--- src/rtl/ptw_pkg.sv ---
// Package: shared constants and state encoding for the two-level walker.
// Assumes one table entry is a single machine word whose low bits hold flags.
package ptw_pkg;
    localparam int PTE_PRESENT_BIT = 0;
    localparam int PTE_TERM_BIT    = 1;
    localparam int PTE_PERM_LSB    = 2;
    localparam int PTE_PERM_W      = 3;

    typedef enum logic [2:0] {
        ST_IDLE    = 3'd0,
        ST_L1_REQ  = 3'd1,
        ST_L1_WAIT = 3'd2,
        ST_L2_REQ  = 3'd3,
        ST_L2_WAIT = 3'd4
    } walk_state_e;
endpackage

--- src/rtl/ptw_entry_addr.sv ---
// Module: forms the byte address of the table entry for the current level.
// Assumes table bases are byte addresses and entries are 2**ENTRY_SHIFT bytes.
module ptw_entry_addr #(
    parameter int VA_W        = 32,
    parameter int IDX_W       = 10,
    parameter int OFF_W       = 12,
    parameter int ENTRY_SHIFT = 2
) (
    input  logic [VA_W-1:0]       root_q,
    input  logic [VA_W-OFF_W-1:0] next_base_pn,
    input  logic [VA_W-1:0]       vaddr_q,
    input  logic                  second_level,
    output logic [VA_W-1:0]       entry_addr
);
    localparam int L1_LSB = OFF_W + IDX_W;
    localparam int L2_LSB = OFF_W;

    logic [IDX_W-1:0] idx;
    logic [VA_W-1:0]  base;

    // Select the table base and the index field for the level in progress.
    always_comb begin
        if (second_level) begin
            base = {next_base_pn, {OFF_W{1'b0}}};
            idx  = vaddr_q[L2_LSB +: IDX_W];
        end else begin
            base = root_q;
            idx  = vaddr_q[L1_LSB +: IDX_W];
        end
        entry_addr = base + (VA_W'(idx) << ENTRY_SHIFT);
    end
endmodule

--- src/rtl/ptw_entry_decode.sv ---
// Module: splits a returned table entry into its flag and page fields.
// Assumes the entry is as wide as an address and the page field sits above OFF_W.
module ptw_entry_decode #(
    parameter int VA_W  = 32,
    parameter int OFF_W = 12
) (
    input  logic [VA_W-1:0]                 entry,
    output logic                            present,
    output logic                            terminal,
    output logic [ptw_pkg::PTE_PERM_W-1:0]  perm,
    output logic [VA_W-OFF_W-1:0]           page
);
    import ptw_pkg::*;

    // Pure field extraction; no state.
    always_comb begin
        present  = entry[PTE_PRESENT_BIT];
        terminal = entry[PTE_TERM_BIT];
        perm     = entry[PTE_PERM_LSB +: PTE_PERM_W];
        page     = entry[VA_W-1:OFF_W];
    end
endmodule

--- src/rtl/ptw_walk_fsm.sv ---
// Module: sequences the walk: latches the miss, issues one read per level,
// and ends with a one-cycle refill or fault pulse.
// Assumes memory answers each accepted read exactly once, in order.
module ptw_walk_fsm #(
    parameter int VA_W  = 32,
    parameter int OFF_W = 12
) (
    input  logic                            clk,
    input  logic                            rst_n,
    input  logic                            miss_valid,
    output logic                            miss_ready,
    input  logic [VA_W-1:0]                 miss_vaddr,
    input  logic [VA_W-1:0]                 root_base,
    output logic                            mem_req_valid,
    input  logic                            mem_req_ready,
    input  logic [VA_W-1:0]                 mem_req_addr,
    input  logic                            mem_rsp_valid,
    input  logic                            ent_present,
    input  logic                            ent_terminal,
    input  logic [ptw_pkg::PTE_PERM_W-1:0]  ent_perm,
    input  logic [VA_W-OFF_W-1:0]           ent_page,
    output logic [VA_W-1:0]                 root_q,
    output logic [VA_W-1:0]                 vaddr_q,
    output logic [VA_W-OFF_W-1:0]           next_base_pn,
    output logic                            second_level,
    output logic                            refill_valid,
    output logic [VA_W-OFF_W-1:0]           refill_ppn,
    output logic [ptw_pkg::PTE_PERM_W-1:0]  refill_perm,
    output logic                            refill_large,
    output logic                            fault_valid,
    output logic                            fault_level
);
    import ptw_pkg::*;

    walk_state_e state;

    // Handshake outputs decoded from the current state.
    always_comb begin
        miss_ready    = (state == ST_IDLE);
        mem_req_valid = (state == ST_L1_REQ) || (state == ST_L2_REQ);
        second_level  = (state == ST_L2_REQ);
    end

    // Walk sequencing, captured miss context and result pulses.
    always_ff @(posedge clk) begin
        if (!rst_n) begin
            state        <= ST_IDLE;
            root_q       <= '0;
            vaddr_q      <= '0;
            next_base_pn <= '0;
            refill_valid <= 1'b0;
            refill_ppn   <= '0;
            refill_perm  <= '0;
            refill_large <= 1'b0;
            fault_valid  <= 1'b0;
            fault_level  <= 1'b0;
        end else begin
            refill_valid <= 1'b0;
            fault_valid  <= 1'b0;
            case (state)
                ST_IDLE: begin
                    if (miss_valid) begin
                        vaddr_q <= miss_vaddr;
                        root_q  <= root_base;
                        state   <= ST_L1_REQ;
                    end
                end
                ST_L1_REQ: begin
                    if (mem_req_ready) state <= ST_L1_WAIT;
                end
                ST_L1_WAIT: begin
                    if (mem_rsp_valid) begin
                        if (!ent_present) begin
                            fault_valid <= 1'b1;
                            fault_level <= 1'b0;
                            state       <= ST_IDLE;
                        end else if (ent_terminal) begin
                            refill_valid <= 1'b1;
                            refill_ppn   <= ent_page;
                            refill_perm  <= ent_perm;
                            refill_large <= 1'b1;
                            state        <= ST_IDLE;
                        end else begin
                            next_base_pn <= ent_page;
                            state        <= ST_L2_REQ;
                        end
                    end
                end
                ST_L2_REQ: begin
                    if (mem_req_ready) state <= ST_L2_WAIT;
                end
                ST_L2_WAIT: begin
                    if (mem_rsp_valid) begin
                        if (!ent_present || !ent_terminal) begin
                            fault_valid <= 1'b1;
                            fault_level <= 1'b1;
                        end else begin
                            refill_valid <= 1'b1;
                            refill_ppn   <= ent_page;
                            refill_perm  <= ent_perm;
                            refill_large <= 1'b0;
                        end
                        state <= ST_IDLE;
                    end
                end
                default: state <= ST_IDLE;
            endcase
        end
    end

    AST_REQ_HOLD: assert property (@(posedge clk) disable iff (!rst_n)
        (mem_req_valid && !mem_req_ready) |=> (mem_req_valid && $stable(mem_req_addr)));
    AST_IDLE_AFTER_RESULT: assert property (@(posedge clk) disable iff (!rst_n)
        (refill_valid || fault_valid) |-> (!mem_req_valid && miss_ready));
    AST_ACCEPT_STARTS: assert property (@(posedge clk) disable iff (!rst_n)
        (miss_valid && miss_ready) |=> (mem_req_valid && !miss_ready));
    AST_REFILL_PULSE: assert property (@(posedge clk) disable iff (!rst_n)
        refill_valid |=> !refill_valid);
    AST_FAULT_PULSE: assert property (@(posedge clk) disable iff (!rst_n)
        fault_valid |=> !fault_valid);
    AST_EXCLUSIVE: assert property (@(posedge clk) disable iff (!rst_n)
        !(refill_valid && fault_valid));
    AST_LARGE_FROM_L1: assert property (@(posedge clk) disable iff (!rst_n)
        (refill_valid && refill_large) |-> ($past(state) == ST_L1_WAIT));
endmodule

--- src/rtl/pt_walker2.sv ---
// Module: top of the two-level table walker; connects the sequencer, the
// entry-address former and the entry decoder.
// Assumes one read outstanding and in-order word responses.
module pt_walker2 #(
    parameter int IDX_W       = 10,
    parameter int OFF_W       = 12,
    parameter int ENTRY_SHIFT = 2,
    localparam int VA_W       = 2 * IDX_W + OFF_W,
    localparam int PN_W       = VA_W - OFF_W,
    localparam int PERM_W     = ptw_pkg::PTE_PERM_W
) (
    input  logic              clk,
    input  logic              rst_n,
    input  logic              miss_valid,
    output logic              miss_ready,
    input  logic [VA_W-1:0]   miss_vaddr,
    input  logic [VA_W-1:0]   root_base,
    output logic              mem_req_valid,
    input  logic              mem_req_ready,
    output logic [VA_W-1:0]   mem_req_addr,
    input  logic              mem_rsp_valid,
    input  logic [VA_W-1:0]   mem_rsp_data,
    output logic              refill_valid,
    output logic [PN_W-1:0]   refill_vpn,
    output logic [PN_W-1:0]   refill_ppn,
    output logic [PERM_W-1:0] refill_perm,
    output logic              refill_large,
    output logic              fault_valid,
    output logic              fault_level,
    output logic [VA_W-1:0]   fault_vaddr
);
    logic [VA_W-1:0]   root_q;
    logic [VA_W-1:0]   vaddr_q;
    logic [PN_W-1:0]   next_base_pn;
    logic              second_level;
    logic              ent_present;
    logic              ent_terminal;
    logic [PERM_W-1:0] ent_perm;
    logic [PN_W-1:0]   ent_page;

    ptw_walk_fsm #(.VA_W(VA_W), .OFF_W(OFF_W)) u_fsm (
        .clk(clk), .rst_n(rst_n),
        .miss_valid(miss_valid), .miss_ready(miss_ready),
        .miss_vaddr(miss_vaddr), .root_base(root_base),
        .mem_req_valid(mem_req_valid), .mem_req_ready(mem_req_ready),
        .mem_req_addr(mem_req_addr), .mem_rsp_valid(mem_rsp_valid),
        .ent_present(ent_present), .ent_terminal(ent_terminal),
        .ent_perm(ent_perm), .ent_page(ent_page),
        .root_q(root_q), .vaddr_q(vaddr_q), .next_base_pn(next_base_pn),
        .second_level(second_level),
        .refill_valid(refill_valid), .refill_ppn(refill_ppn),
        .refill_perm(refill_perm), .refill_large(refill_large),
        .fault_valid(fault_valid), .fault_level(fault_level)
    );

    ptw_entry_addr #(.VA_W(VA_W), .IDX_W(IDX_W), .OFF_W(OFF_W), .ENTRY_SHIFT(ENTRY_SHIFT)) u_addr (
        .root_q(root_q), .next_base_pn(next_base_pn), .vaddr_q(vaddr_q),
        .second_level(second_level), .entry_addr(mem_req_addr)
    );

    ptw_entry_decode #(.VA_W(VA_W), .OFF_W(OFF_W)) u_dec (
        .entry(mem_rsp_data), .present(ent_present), .terminal(ent_terminal),
        .perm(ent_perm), .page(ent_page)
    );

    // The miss context doubles as the reported page number and fault address.
    always_comb begin
        refill_vpn  = vaddr_q[VA_W-1:OFF_W];
        fault_vaddr = vaddr_q;
    end
endmodule

--- config.mk ---
export PLATFORM = sky130hd
export DESIGN_NAME = pt_walker2
export DESIGN_NICKNAME = d
export VERILOG_FILES = /design/src/rtl/ptw_pkg.sv /design/src/rtl/ptw_entry_addr.sv /design/src/rtl/ptw_entry_decode.sv /design/src/rtl/ptw_walk_fsm.sv /design/src/rtl/pt_walker2.sv
export SDC_FILE = /design/constraint.sdc
export NUM_CORES = 1
export LEC_CHECK = 0
export BUFFER_PORTS_ARGS = -buffer_cell sky130_fd_sc_hd__buf_2
export CAP_MARGIN = 20
export CORE_MARGIN = 5
export CORE_UTILIZATION = 47
export CTS_BUF_LIST = sky130_fd_sc_hd__clkbuf_8
export DETAILED_ROUTE_END_ITERATION = 16
export PLACE_DENSITY = 0.85
export SLEW_MARGIN = 20
export SYNTH_ARGS = -nofsm -noshare
export SYNTH_HDL_FRONTEND = slang
export SYNTH_SLANG_ARGS = --single-unit
--- constraint.sdc ---
create_clock -name clk -period 4.8 [get_ports clk]
set_clock_uncertainty 0.2 [all_clocks]
set_input_delay 1.44 -clock clk [delete_from_list [all_inputs] [get_ports clk]]
set_output_delay 1.44 -clock clk [all_outputs]
set_load 0.02 [all_outputs]
==> results.py <==
metrics = {
    "synth": {
        "synth.area.mux_share_pct": 3.65,
        "synth_ff_type": "dfxtp_1",
        "synth_cell_types": 59,
        "syn_inst": 767,
        "syn_avg_cell_area_sq_um": 7.86,
        "synth_compound_area_share_pct": 19.6,
        "synth_top_area_share_pct": 37.8,
        "netlist_top_cells_area": "dfxtp_1, nand2_1, a21boi_0, mux2i_1, xnor2_1",
        "async_flop_share_pct": 0,
        "synth_top_family_by_area": "simple AND/OR/NAND/NOR gates",
        "synthAdderAreaFrac_pct": 2.41,
        "synth_edf_count": 0,
        "synth_seq_cells": 114,
        "yosys.area_share.simple_pct": 25.9,
        "synth_top_area_cell": "dfxtp_1",
        "ys_warn_count": 0,
        "yosysSeqAreaShare_pct": 37.8,
        "synth.net_count": 879,
        "syn_area_sq_um": 6030,
        "synth_xor_area_share_pct": 4.50,
    },
    "cts": {
        "cts_tree": "yes",
        "root_buffer": "clkbuf_8",
        "clockBufferDepth": 2,
        "cts.htree.levels": 4,
        "clock-sinks": 114,
        "numCtsBuffers": 17,
        "cts.reportedPaths.clkPinSlew_ns": 0.07,
        "insertion_delay_ns": 0.43,
    },
    "worst_setup_path": {
        "crit_path_end_kind": "output port",
        "worstSetupPathType": "flip-flop to output port",
        "r2r_cells": 6,
        "start_kind": "flip-flop",
        "cp_max_fo": 4,
        "reg2reg_from": "u_fsm.state[2]",
        "worstPathRequired_ns": 3.16,
        "reg2reg_slack_ns": 2.22,
        "r2r-end": "u_fsm.vaddr_q[13]",
        "cp.arrival_ns": 3.23,
    },
    "pwr": {
        "pwr-share-comb_pct": 18.5,
        "vdd_drop_max_uv": 324,
        "internal_power_mw": 1.65,
        "finalPower_mw": 2.35,
        "p_sw_mw": 0.701,
        "power_frac_seq_pct": 43.5,
        "switching_share_pct": 29.8,
        "p_per_area_nw_per_um2": 291,
        "power.share.clock_pct": 38.1,
        "leakage_nw": 3.48,
    },
    "layout": {
        "final_core_util_pct": 63.9,
        "fin_nets": 1072,
        "final_common_cell": "nand2_1",
        "area_delta_synth_final_pct": 33.7,
        "layout_common_cells": "nand2_1, buf_2, dfxtp_1",
        "instances_no_fill": 1147,
        "drive_gt1_share_pct": 34.9,
        "finalInstanceArea_sq_um": 8060,
    },
    "floorplan": {
        "fp.dieH_um": 123,
        "coreArea_sq_um": 12600,
        "die_area_sq_um": 15200,
        "pin_count": 214,
        "start_util_pct": 47.8,
        "fp.dieW_um": 123,
        "placementRows": 41,
    },
    "placed_design": {
        "dp.cells": 1096,
        "portBuffers": 206,
        "dp_hpwl_um": 12900,
        "post_dp_cell_area_sq_um": 7130,
        "place_congestion": 0.892,
    },
    "route": {
        "drtIter0Drc": 528,
        "num_vias": 6052,
        "firstDrtPassIters": 5,
        "via_per_inst": 5.28,
        "drtAntennaViolNets": 0,
        "route.detailed.drc": 0,
        "wl_um": 18600,
        "wire_per_inst_um": 16.2,
    },
    "status": {
        "status": "complete, but fails checks",
        "violations": "setup timing",
    },
    "sta": {
        "fin_ws_ns": -0.0746,
        "maxSlewHeadroom_pct": 31.6,
        "hold_viol_final": 0,
        "setup_viol": 8,
        "fin_tns_setup_ns": -0.257,
        "rsz0062_at_grt": "true",
        "finalMaxSlewViolations": 0,
        "worst_slew_pin_slew_ns": 1.02,
        "min_period_over_period_pct": 102,
        "min_period_ns": 4.87,
        "max_freq_mhz": 205,
    },
    "min_path": {
        "hold_path.class": "flip-flop to flip-flop",
        "whs_path_depth": 2,
        "holdPathEnd": "u_fsm.vaddr_q[10]",
        "min_from": "u_fsm.vaddr_q[10]",
    },
    "global_route": {
        "overflow": 0,
        "grt_pass1_vias": 5644,
        "grt_max_degree": 67,
        "grt_pass1_wl_um": 28300,
        "grt_util_all_layers_pct": 23.9,
        "antenna_found_initial": 3,
    },
    "job": {
        "maxCapViolCount": 0,
    },
}
-- what timing repair did --
item,4_1_cts,5_1_grt
pin swaps,17,22
gates cloned,1,0
gates resized for setup,37,54
endpoints found under the setup margin,22,20
hold buffers,0,0
buffers inserted,9,7
-- flip-flops by register name, indices dropped and copies added, names as in the netlist --
signal,count
u_fsm.fault_valid,1
u_fsm.fault_level,1
u_fsm.refill_perm,3
u_fsm.refill_large,1
u_fsm.refill_valid,1
u_fsm.refill_ppn,20
u_fsm.vaddr_q,32
u_fsm.next_base_pn,20
u_fsm.state,3
u_fsm.root_q,32
-- stage by stage --
step           setup slack, ns  hold WS (ns)
6_report               -0.0746         0.259
5_1_grt                 -0.230         0.284
4_1_cts                -0.0215         0.262
3_5_place_dp             0.106         0.253
3_3_place_gp             0.100         0.246
2_1_floorplan         0.000132         0.239
-- layer usage --
metal  global-route usage, %  up-vias  share of wire [%]
met2                    38.5      236                 49
met3                    7.04       32                7.2
li1                        -     2946                  -
met4                    8.65        2                2.0
met5                       0        -              0.038
met1                    30.4     2836                 42
-- cell families after synthesis --
family                   after synthesis
flip-flops                           114
AO/OA/AOI/OAI                        157
buffers and inverters                 74
AND/OR/NAND/NOR                      358
XOR/XNOR                              31
multiplexers                          22
adder cells (fa/ha/maj)               11
-- cell usage after synthesis, drive strengths merged, types with 5 or more instances --
cell    count
mux2i      22
nor2b       5
dfxtp     114
nand2     258
or3         6
nand4       5
a21o        6
inv         8
xor2        8
a21boi    111
a21oi      11
o21ai       5
and2       17
a211oi      6
nor3       10
xnor2      23
clkbuf     36
ha         10
nand3      13
buf        30
nor2       19
-- power groups by stage --
stage	clock (mW)	combinational (mW)	sequential, mW
2_1_floorplan	0	0.232	1.06
3_3_place_gp	0	0.382	1.04
3_5_place_dp	0	0.388	1.04
4_1_cts	0.918	0.402	1.02
5_1_grt	0.969	0.469	1.03
6_report	0.894	0.434	1.02
-- how the worst max path moves through the flow --
stage	start	to	slack [ns]	cells past startpoint
after floorplan	u_fsm.state[0]	mem_req_addr[23]	0.0001	14
after global placement	u_fsm.state[2]	mem_req_addr[31]	0.10	12
after detailed placement	u_fsm.state[2]	mem_req_addr[18]	0.11	11
after CTS	u_fsm.state[2]	mem_req_addr[30]	-0.02	13
after global routing	u_fsm.state[2]	mem_req_addr[17]	-0.23	12
final	u_fsm.state[2]	mem_req_addr[11]	-0.07	12
-- area by class of cell --
cell class	instances	area, sq um
Fill cell	1077	4560
Tap cell	172	215
Sequential cell	114	2290
Timing Repair Buffer	240	1350
Multi-Input combinational cell	579	3770
Clock buffer	19	262
Clock inverter	13	134
Inverter	8	32.5
Antenna cell	2	5.00
-- worst max-delay path: stages, from the launching register on --
cell	delay, ns
dfxtp_2	0.32
and3b_2	0.29
buf_6	0.12
mux2i_4	0.27
inv_1	0.08
ha_1	0.33
a21o_1	0.24
a21oi_2	0.19
nand2_2	0.12
a21oi_1	0.27
nor3b_2	0.31
a2111oi_4	0.08
buf_4	0.18
Power figures use the tool's default switching activity.
